===== config.mk =====
export PLATFORM = sky130hd
export DESIGN_NAME = mbox_top
export DESIGN_NICKNAME = d
export VERILOG_FILES = /design/src/rtl/mbox_pkg.sv /design/src/rtl/mbox_ring.sv /design/src/rtl/mbox_side.sv /design/src/rtl/mbox_top.sv
export SDC_FILE = /design/constraint.sdc
export NUM_CORES = 1
export LEC_CHECK = 0
export ABC_CLOCK_PERIOD_IN_PS = 19410
export BUFFER_PORTS_ARGS = -buffer_cell sky130_fd_sc_hd__buf_4
export CORE_UTILIZATION = 50
export CTS_BUF_LIST = sky130_fd_sc_hd__clkbuf_4
export CTS_CLUSTER_DIAMETER = 80
export CTS_CLUSTER_SIZE = 12
export DETAILED_ROUTE_END_ITERATION = 12
export PLACE_DENSITY = 0.74
export SLEW_MARGIN = 20
export SYNTH_ARGS = -nofsm -noshare
export SYNTH_HDL_FRONTEND = slang
export SYNTH_HIERARCHICAL = 1
export SYNTH_SLANG_ARGS = --single-unit

===== constraint.sdc =====
create_clock -name clk -period 19.41 [get_ports clk]
set_input_delay 3.882 -clock clk [delete_from_list [all_inputs] [get_ports clk]]
set_output_delay 3.882 -clock clk [all_outputs]
set_load 0.03 [all_outputs]

===== src/rtl/mbox_pkg.sv =====
package mbox_pkg;

    typedef logic [7:0] ptr_t;

    typedef enum logic [1:0] {
        WIN_WR   = 2'd0,
        STAT_OWN = 2'd1,
        WIN_RD   = 2'd2,
        STAT_FAR = 2'd3
    } reg_sel_e;

    localparam int unsigned B_IE  = 0;
    localparam int unsigned B_IS  = 1;
    localparam int unsigned B_IG  = 2;
    localparam int unsigned B_RDY = 3;
    localparam int unsigned B_RST = 4;
    localparam int unsigned B_ERR = 5;

    typedef struct packed {
        logic        ie;
        logic        is;
        logic        rdy;
        logic        rst;
        logic        err;
        logic [31:0] rdata;
    } side_st_t;

    function automatic logic [31:0] pack_status(input ptr_t size, input ptr_t wp,
                                                input ptr_t rp, input logic err,
                                                input logic rst, input logic rdy,
                                                input logic is, input logic ie);
        return {size, wp, rp, 2'b00, err, rst, rdy, 1'b0, is, ie};
    endfunction

endpackage


===== src/rtl/mbox_ring.sv =====
module mbox_ring
    import mbox_pkg::*;
#(
    parameter int unsigned DEPTH  = 12,
    parameter int unsigned DATA_W = 32
) (
    input  logic              clk,
    input  logic              rst_n,
    input  logic              clr,
    input  logic              push,
    input  logic [DATA_W-1:0] push_data,
    input  logic              pop,
    output logic [DATA_W-1:0] head_data,
    output ptr_t              wp,
    output ptr_t              rp,
    output logic              full,
    output logic              empty
);

    localparam int unsigned IDX_W = (DEPTH > 1) ? $clog2(DEPTH) : 1;
    localparam ptr_t        SIZE  = ptr_t'(DEPTH);
    localparam logic [IDX_W-1:0] LAST = IDX_W'(DEPTH - 1);

    typedef struct packed {
        ptr_t             wp;
        ptr_t             rp;
        logic [IDX_W-1:0] widx;
        logic [IDX_W-1:0] ridx;
    } ring_st_t;

    ring_st_t s_d, s_q;
    logic [DATA_W-1:0] mem [DEPTH];
    ptr_t fill;
    logic do_push, do_pop;

    function automatic logic [IDX_W-1:0] bump(input logic [IDX_W-1:0] i);
        return (i == LAST) ? '0 : i + 1'b1;
    endfunction

    always_comb begin
        s_d     = s_q;
        fill    = s_q.wp - s_q.rp;
        full    = (fill == SIZE);
        empty   = (fill == 8'd0);
        do_push = push && !full && !clr;
        do_pop  = pop && !empty && !clr;
        if (clr) begin
            s_d = '0;
        end else begin
            if (do_push) begin
                s_d.wp   = s_q.wp + 8'd1;
                s_d.widx = bump(s_q.widx);
            end
            if (do_pop) begin
                s_d.rp   = s_q.rp + 8'd1;
                s_d.ridx = bump(s_q.ridx);
            end
        end
    end

    always_ff @(posedge clk or negedge rst_n) begin
        if (!rst_n) s_q <= '0;
        else        s_q <= s_d;
    end

    always_ff @(posedge clk) begin
        if (do_push) mem[s_q.widx] <= push_data;
    end

    assign head_data = mem[s_q.ridx];
    assign wp        = s_q.wp;
    assign rp        = s_q.rp;


    fill_bound_chk: assert property (@(posedge clk) disable iff (!rst_n)
        fill <= SIZE);


    no_overflow_chk: assert property (@(posedge clk) disable iff (!rst_n)
        (push && full && !clr) |=> $stable(s_q.wp));


    no_underflow_chk: assert property (@(posedge clk) disable iff (!rst_n)
        (pop && empty && !clr) |=> $stable(s_q.rp));


    clr_zero_chk: assert property (@(posedge clk) disable iff (!rst_n)
        clr |=> (s_q.wp == 8'd0 && s_q.rp == 8'd0));

endmodule


===== src/rtl/mbox_side.sv =====
module mbox_side
    import mbox_pkg::*;
#(
    parameter int unsigned DEPTH = 12
) (
    input  logic        clk,
    input  logic        rst_n,
    input  logic        sel,
    input  logic        we,
    input  logic [1:0]  addr,
    input  logic [31:0] wdata,
    output logic [31:0] rdata,
    output logic        irq,
    input  ptr_t        own_wp,
    input  ptr_t        own_rp,
    input  logic        own_full,
    input  logic [31:0] far_head,
    input  logic        far_empty,
    input  logic [31:0] far_status,
    input  logic        far_ig,
    input  logic        far_rst_rise,
    output logic [31:0] status,
    output logic        push,
    output logic        pop,
    output logic        clr,
    output logic        ig_pulse,
    output logic        rst_rise
);

    localparam ptr_t SIZE = ptr_t'(DEPTH);

    side_st_t s_d, s_q;
    reg_sel_e rsel;
    logic     wr, rd, csr_wr;

    assign status = pack_status(SIZE, own_wp, own_rp, s_q.err, s_q.rst,
                                s_q.rdy, s_q.is, s_q.ie);

    always_comb begin
        rsel     = reg_sel_e'(addr);
        wr       = sel && we;
        rd       = sel && !we;
        csr_wr   = wr && (rsel == STAT_OWN);
        push     = wr && (rsel == WIN_WR);
        pop      = rd && (rsel == WIN_RD);
        ig_pulse = csr_wr && wdata[B_IG];
        rst_rise = csr_wr && wdata[B_RST] && !s_q.rst;
        s_d      = s_q;

        if (csr_wr) begin
            s_d.ie  = wdata[B_IE];
            s_d.rst = wdata[B_RST];
            s_d.rdy = wdata[B_RDY];
            if (wdata[B_IS])  s_d.is  = 1'b0;
            if (wdata[B_ERR]) s_d.err = 1'b0;
        end
        if (far_ig) s_d.is = 1'b1;
        if (push && own_full && !s_d.rst) s_d.err = 1'b1;
        if (pop && far_empty) s_d.err = 1'b1;
        if (far_rst_rise || s_d.rst) s_d.rdy = 1'b0;

        if (rd) begin
            unique case (rsel)
                WIN_WR:   s_d.rdata = 32'd0;
                STAT_OWN: s_d.rdata = status;
                WIN_RD:   s_d.rdata = far_empty ? 32'd0 : far_head;
                STAT_FAR: s_d.rdata = far_status;
                default:  s_d.rdata = 32'd0;
            endcase
        end
        clr = s_d.rst;
    end

    always_ff @(posedge clk or negedge rst_n) begin
        if (!rst_n) s_q <= '0;
        else        s_q <= s_d;
    end

    assign rdata = s_q.rdata;
    assign irq   = s_q.ie && s_q.is;


    ig_sets_is_chk: assert property (@(posedge clk) disable iff (!rst_n)
        far_ig |=> s_q.is);


    rdy_low_in_rst_chk: assert property (@(posedge clk) disable iff (!rst_n)
        s_q.rst |-> !s_q.rdy);


    err_sticky_chk: assert property (@(posedge clk) disable iff (!rst_n)
        (s_q.err && !(csr_wr && wdata[B_ERR])) |=> s_q.err);


    far_rst_drops_rdy_chk: assert property (@(posedge clk) disable iff (!rst_n)
        far_rst_rise |=> !s_q.rdy);


    rdata_hold_chk: assert property (@(posedge clk) disable iff (!rst_n)
        !rd |=> $stable(rdata));

endmodule


===== src/rtl/mbox_top.sv =====
module mbox_top
    import mbox_pkg::*;
#(
    parameter int unsigned DEPTH = 12
) (
    input  logic        clk,
    input  logic        rst_n,
    input  logic        host_sel,
    input  logic        host_we,
    input  logic [1:0]  host_addr,
    input  logic [31:0] host_wdata,
    output logic [31:0] host_rdata,
    output logic        host_irq,
    input  logic        eng_sel,
    input  logic        eng_we,
    input  logic [1:0]  eng_addr,
    input  logic [31:0] eng_wdata,
    output logic [31:0] eng_rdata,
    output logic        eng_irq
);

    localparam int unsigned NSIDE = 2;

    logic        sel    [NSIDE];
    logic        we     [NSIDE];
    logic [1:0]  addr   [NSIDE];
    logic [31:0] wdata  [NSIDE];
    logic [31:0] rdata  [NSIDE];
    logic        irq    [NSIDE];
    logic [31:0] status [NSIDE];
    logic [31:0] head   [NSIDE];
    ptr_t        wp     [NSIDE];
    ptr_t        rp     [NSIDE];
    logic        full   [NSIDE];
    logic        empty  [NSIDE];
    logic        push   [NSIDE];
    logic        pop    [NSIDE];
    logic        clr    [NSIDE];
    logic        ig     [NSIDE];
    logic        rrise  [NSIDE];

    assign sel[0]   = host_sel;
    assign we[0]    = host_we;
    assign addr[0]  = host_addr;
    assign wdata[0] = host_wdata;
    assign sel[1]   = eng_sel;
    assign we[1]    = eng_we;
    assign addr[1]  = eng_addr;
    assign wdata[1] = eng_wdata;
    assign host_rdata = rdata[0];
    assign host_irq   = irq[0];
    assign eng_rdata  = rdata[1];
    assign eng_irq    = irq[1];

    for (genvar g = 0; g < NSIDE; g++) begin : g_side
        localparam int F = NSIDE - 1 - g;

        mbox_ring #(.DEPTH(DEPTH), .DATA_W(32)) u_ring (
            .clk       (clk),
            .rst_n     (rst_n),
            .clr       (clr[g]),
            .push      (push[g]),
            .push_data (wdata[g]),
            .pop       (pop[F]),
            .head_data (head[g]),
            .wp        (wp[g]),
            .rp        (rp[g]),
            .full      (full[g]),
            .empty     (empty[g])
        );

        mbox_side #(.DEPTH(DEPTH)) u_side (
            .clk          (clk),
            .rst_n        (rst_n),
            .sel          (sel[g]),
            .we           (we[g]),
            .addr         (addr[g]),
            .wdata        (wdata[g]),
            .rdata        (rdata[g]),
            .irq          (irq[g]),
            .own_wp       (wp[g]),
            .own_rp       (rp[g]),
            .own_full     (full[g]),
            .far_head     (head[F]),
            .far_empty    (empty[F]),
            .far_status   (status[F]),
            .far_ig       (ig[F]),
            .far_rst_rise (rrise[F]),
            .status       (status[g]),
            .push         (push[g]),
            .pop          (pop[g]),
            .clr          (clr[g]),
            .ig_pulse     (ig[g]),
            .rst_rise     (rrise[g])
        );
    end


    irq_gate_chk: assert property (@(posedge clk) disable iff (!rst_n)
        host_irq |-> status[0][B_IE]);

endmodule


* Word-level counts from Yosys, hierarchy flattened *
Memory sizes are Yosys's and may differ from the RTL's.
Cells that the tools add are included.

cells by class
  equal/unequal tests = 12
  reductions and logical operators = 66
  add/sub/neg operators = 10
  mux-type cells = 36

operators by type and width
  operator                                        count
  one-hot mux 32 bit (4 select lines)             2
  2-to-1 mux 32 bit                               2
  2-to-1 mux 24 bit                               2
  2-to-1 mux 4 bit                                10
  adder 8 x 1 -> 8 bit (second input constant)    4
  logical AND 1 bit                               32
  2-to-1 mux 8 bit                                4
  nonzero test 2 bit                              10
  adder 4 x 1 -> 4 bit (second input constant)    4
  == test 4 bit (second input constant)           4
  == test 8 x 4 -> 1 bit (second input constant)  2
  logical NOT 8 bit                               2
  2-to-1 mux 1 bit                                16
  subtractor 8 bit                                2
  nonzero test 3 bit                              4
  logical NOT 1 bit                               10
  == test 2 bit (second input constant)           4
  AND reduction 2 bit                             4
  == test 2 x 1 -> 1 bit (second input constant)  2
  logical NOT 2 bit                               2
  logical OR 1 bit                                2

storage, ports and cells
  word-level logic and storage cells = 146
  input bits = 74
  memory bits (writable) = 768
  register bits after elaboration = 122
  memories kept = 2
  output and inout port bits = 66

memory list
  name                  depth  width  rd ports  clocked after Yosys merged registers in  wr ports  line             source
  g_side[0].u_ring.mem  12     32     1         0                                        1         mbox_ring.sv:32  logic [DATA_W-1:0] mem [DEPTH];
  g_side[1].u_ring.mem  12     32     1         0                                        1         mbox_ring.sv:32

* Longest topological paths before layout *
  depth after elaboration = 7
  depth in mapped cells = 12
  mapped depth without buffers = 10

* Hierarchy *
The synthesis kept the hierarchy.

by module, submodules not included
  module     sequential area each (um^2)  area each (um^2)  times used  cells each
  mbox_ring  12131.6                      16310.6           2           829
  mbox_side  925.9                        2024.4            2           197

* Least setup slack after synthesis *
No wires, ideal clock.

  path type = input port to flip-flop
  from = input host_addr[0]
  to = memory g_side[0].u_ring.mem[0][0] (enable)
  arrival time = 8.308 ns
  path slack = 10.588 ns
  setup time = 0.513 ns
  path buffers = 3
  stages = 8
  data required time = 18.897 ns
  cell sequence = buf_4 > buf_2 > nand4b_1 > nand2_1 > nand2_1 > clkbuf_1 > nand2b_1 > nor4b_1

RTL lines
  element          line             source
  start, declared  mbox_top.sv:10   input logic [1:0] host_addr,
  end, declared    mbox_ring.sv:32

==> flow_metrics.tcl <==
set metrics [dict create \
    status "finished clean" \
    hold_viol 0 \
    grt_pass1_vias 19480 \
    setup_viol 0 \
    grt_pass1_wl_mm 120.7 \
    path_class "input port to register" \
    top_level_ports 140 \
    postSynthAreaPerCell_sq_um 17.87 \
    setup_tns_ns 0 \
    drc 0 \
    wl_per_cell_um 25.48 \
    ys_seq_elements 890 \
    crit_required_ns 19.95 \
    syn-cell-area_sq_um 36670 \
    layout_common_cells "edfxtp_1, mux4_2, buf_4" \
    cts_root_buf "clkbuf_4" \
    post_cts_resized 0 \
    slew_viol_final 0 \
    ys_seq_area_share_pct 71.22 \
    min_period_ns 6.701 \
    nNetsFinal 2235 \
    r2r_slack_ns 14.38 \
    p_per_area_nw_per_um2 93.22 \
    totalWireLength_mm 79.96 \
    vias_per_cell 6.113 \
    dp_hpwl_mm 49.93 \
    fmax_mhz 149.2 \
    end_kind "register" \
    grt_overflow 0 \
    holdWs_ns 0.5435 \
    die-area_sq_um 74430 \
    synthFlopType "edfxtp_1" \
    hold_path_class "register to register" \
    stdcell_count 3138 \
    worst_ep_arrival_time_ns 7.24 \
    rows 98 \
    hold_depth 2 \
    tightestPinTransition_ns 1.157 \
    postCtsSetupBuffers 0 \
    placed_area_sq_um 38240 \
    start_kind "input port" \
    grt_max_degree 75 \
    cts_sinks 890 \
    synthesis.instances 2052 \
    die_height_um 272.8 \
    grt_use_total_pct 21.71 \
    initialDrtViolationCount 2229 \
    cts_max_path_buffers 3 \
    reg2reg_from "g_side[1].u_ring/rp[1]$_DFFE_PN0P_" \
    drive_gt1_share_pct 25.64 \
    synth_cell_types 59 \
    fin_area_sq_um 39370 \
    peakVddDrop_uv 41.52 \
    min-delay-start "g_side[1].u_side/rdata[3]$_DFFE_PN0N_" \
    synth-edff-count 768 \
    port_buffers 139 \
    clk_pin_slew_ns 0.14 \
    numCtsBuffers 84 \
    drtAntennaViolNets 0 \
    place_inst 2996 \
    r2r_end "g_side[1].u_ring/mem[8][17]$_DFFE_PP_" \
    worst_clock_skew_ns 0.04430 \
    fin_crit_sh_pct 34.52 \
    hold_buffers 0 \
    drtPass1Iterations 7 \
    rsz0062_at_grt "false" \
    yosysWarnings 6 \
    syn_to_final_growth_pct 7.353 \
    antenna_found_initial 2 \
    leakagePower_nw 13.34 \
    hold_end "g_side[1].u_side/rdata[3]$_DFFE_PN0N_" \
    post-route-util_pct 54.69 \
    max_slew_margin_pct 21.86 \
    start_util_pct 50.95 \
    clk_latency_ns 0.89 \
    coreArea_sq_um 71980 \
    die_w_um 272.8 \
    gp_congestion 0.8563 \
    rr_worst_depth 11 \
    synthArstFlopShare_pct 13.71 \
    vias 19180 \
    final_common_cell "edfxtp_1" \
    maxCapViolations 0 \
    crit_fanout 38 \
    tritoncts "done" \
    cts-htree-levels 3 \
]
==> flip-flops by register name, indices dropped and copies added (netlist names) <==
signal                flops
g_side.u_ring/mem       768
g_side.u_side/rdata      64
g_side.u_ring/rp         16
g_side.u_ring/s_q        16
g_side.u_ring/wp         16
g_side.u_side/status     10
==> metal layers <==
layer	global-route usage (%)	wire length [um]	vias up
li1	-	-	8301
met1	31.47	33900	9974
met2	34.10	38170	796
met3	3.945	6198	112
met4	5.899	1693	0
met5	0	0	-
==> cell usage after synthesis, types with 26 or more instances <==
library cell / number / area share, %
edfxtp_1: 768 / 63
a21oi_1: 34 / 0.46
a22oi_1: 84 / 1.7
buf_4: 90 / 1.8
mux4_2: 192 / 12
dfrtp_1: 122 / 8.3
inv_1: 26 / 0.27
nor2_1: 40 / 0.41
ha_1: 28 / 0.96
nand2_1: 110 / 1.1
and3_1: 26 / 0.44
mux2i_1: 74 / 2.0
clkbuf_1: 65 / 0.67
o21ai_0: 120 / 1.6
==> power by group <==
group	internal (W)	switching, W
Combinational	0.000244	0.000323
Clock	0.000341	0.000565
Sequential	0.00213	0.0000694
Total	0.00271	0.000957
==> cells by family after synthesis <==
logic type	Yosys count	synth area share, %
fa+ha+maj	28	0.9554
mux	274	14.06
other cells	4	0.04093
buf+inv	228	3.398
compound gates	312	5.575
simple gates	298	4.326
flops	890	71.22
xor+xnor	18	0.4299
==> layout make-up <==
| type | instances | area (sq um) |
|---|---|---|
| inverters | 28 | 105.1 |
| well taps | 950 | 1189 |
| repair buffers | 177 | 1345 |
| diodes | 4 | 10.01 |
| clock buffers | 129 | 968.4 |
| multi-input cells | 952 | 9493 |
| fillers | 5438 | 32610 |
| flip-flops and latches | 890 | 26130 |
| clock inverters | 8 | 123.9 |
==> per-stage QoR <==
| stage | total power (W) | setup WS, ns |
|---|---|---|
| global route | 0.003808 | 12.54 |
| finish | 0.003670 | 12.71 |
| detailed placement | 0.002807 | 11.66 |
| global placement | 0.002795 | 11.82 |
| floorplan | 0.002600 | 10.59 |
| CTS | 0.003697 | 12.62 |
==> worst max-delay path: stages <==
cell and delay [ns]:
buf_4 0.23, and4bb_2 0.46, inv_1 0.14, a21oi_1 0.85
nand2_1 0.42, nor3_2 0.76, buf_4 0.47
==> worst max-delay path by stage <==
stage                                             endpoint  slack [ns]  depth (start not counted)          from
CTS                 g_side[0].u_ring/mem[10][31]$_DFFE_PP_       12.62                          7  host_addr[0]
finish               g_side[1].u_ring/mem[8][17]$_DFFE_PP_       12.71                          7   eng_addr[0]
global placement    g_side[0].u_ring/mem[10][28]$_DFFE_PP_       11.82                          7  host_addr[0]
global route         g_side[1].u_ring/mem[8][25]$_DFFE_PP_       12.54                          7   eng_addr[0]
detailed placement   g_side[0].u_ring/mem[10][1]$_DFFE_PP_       11.66                          7  host_addr[0]
floorplan             g_side[0].u_ring/mem[0][0]$_DFFE_PP_       10.59                          8  host_addr[0]
(Power assumes the default switching activity.)
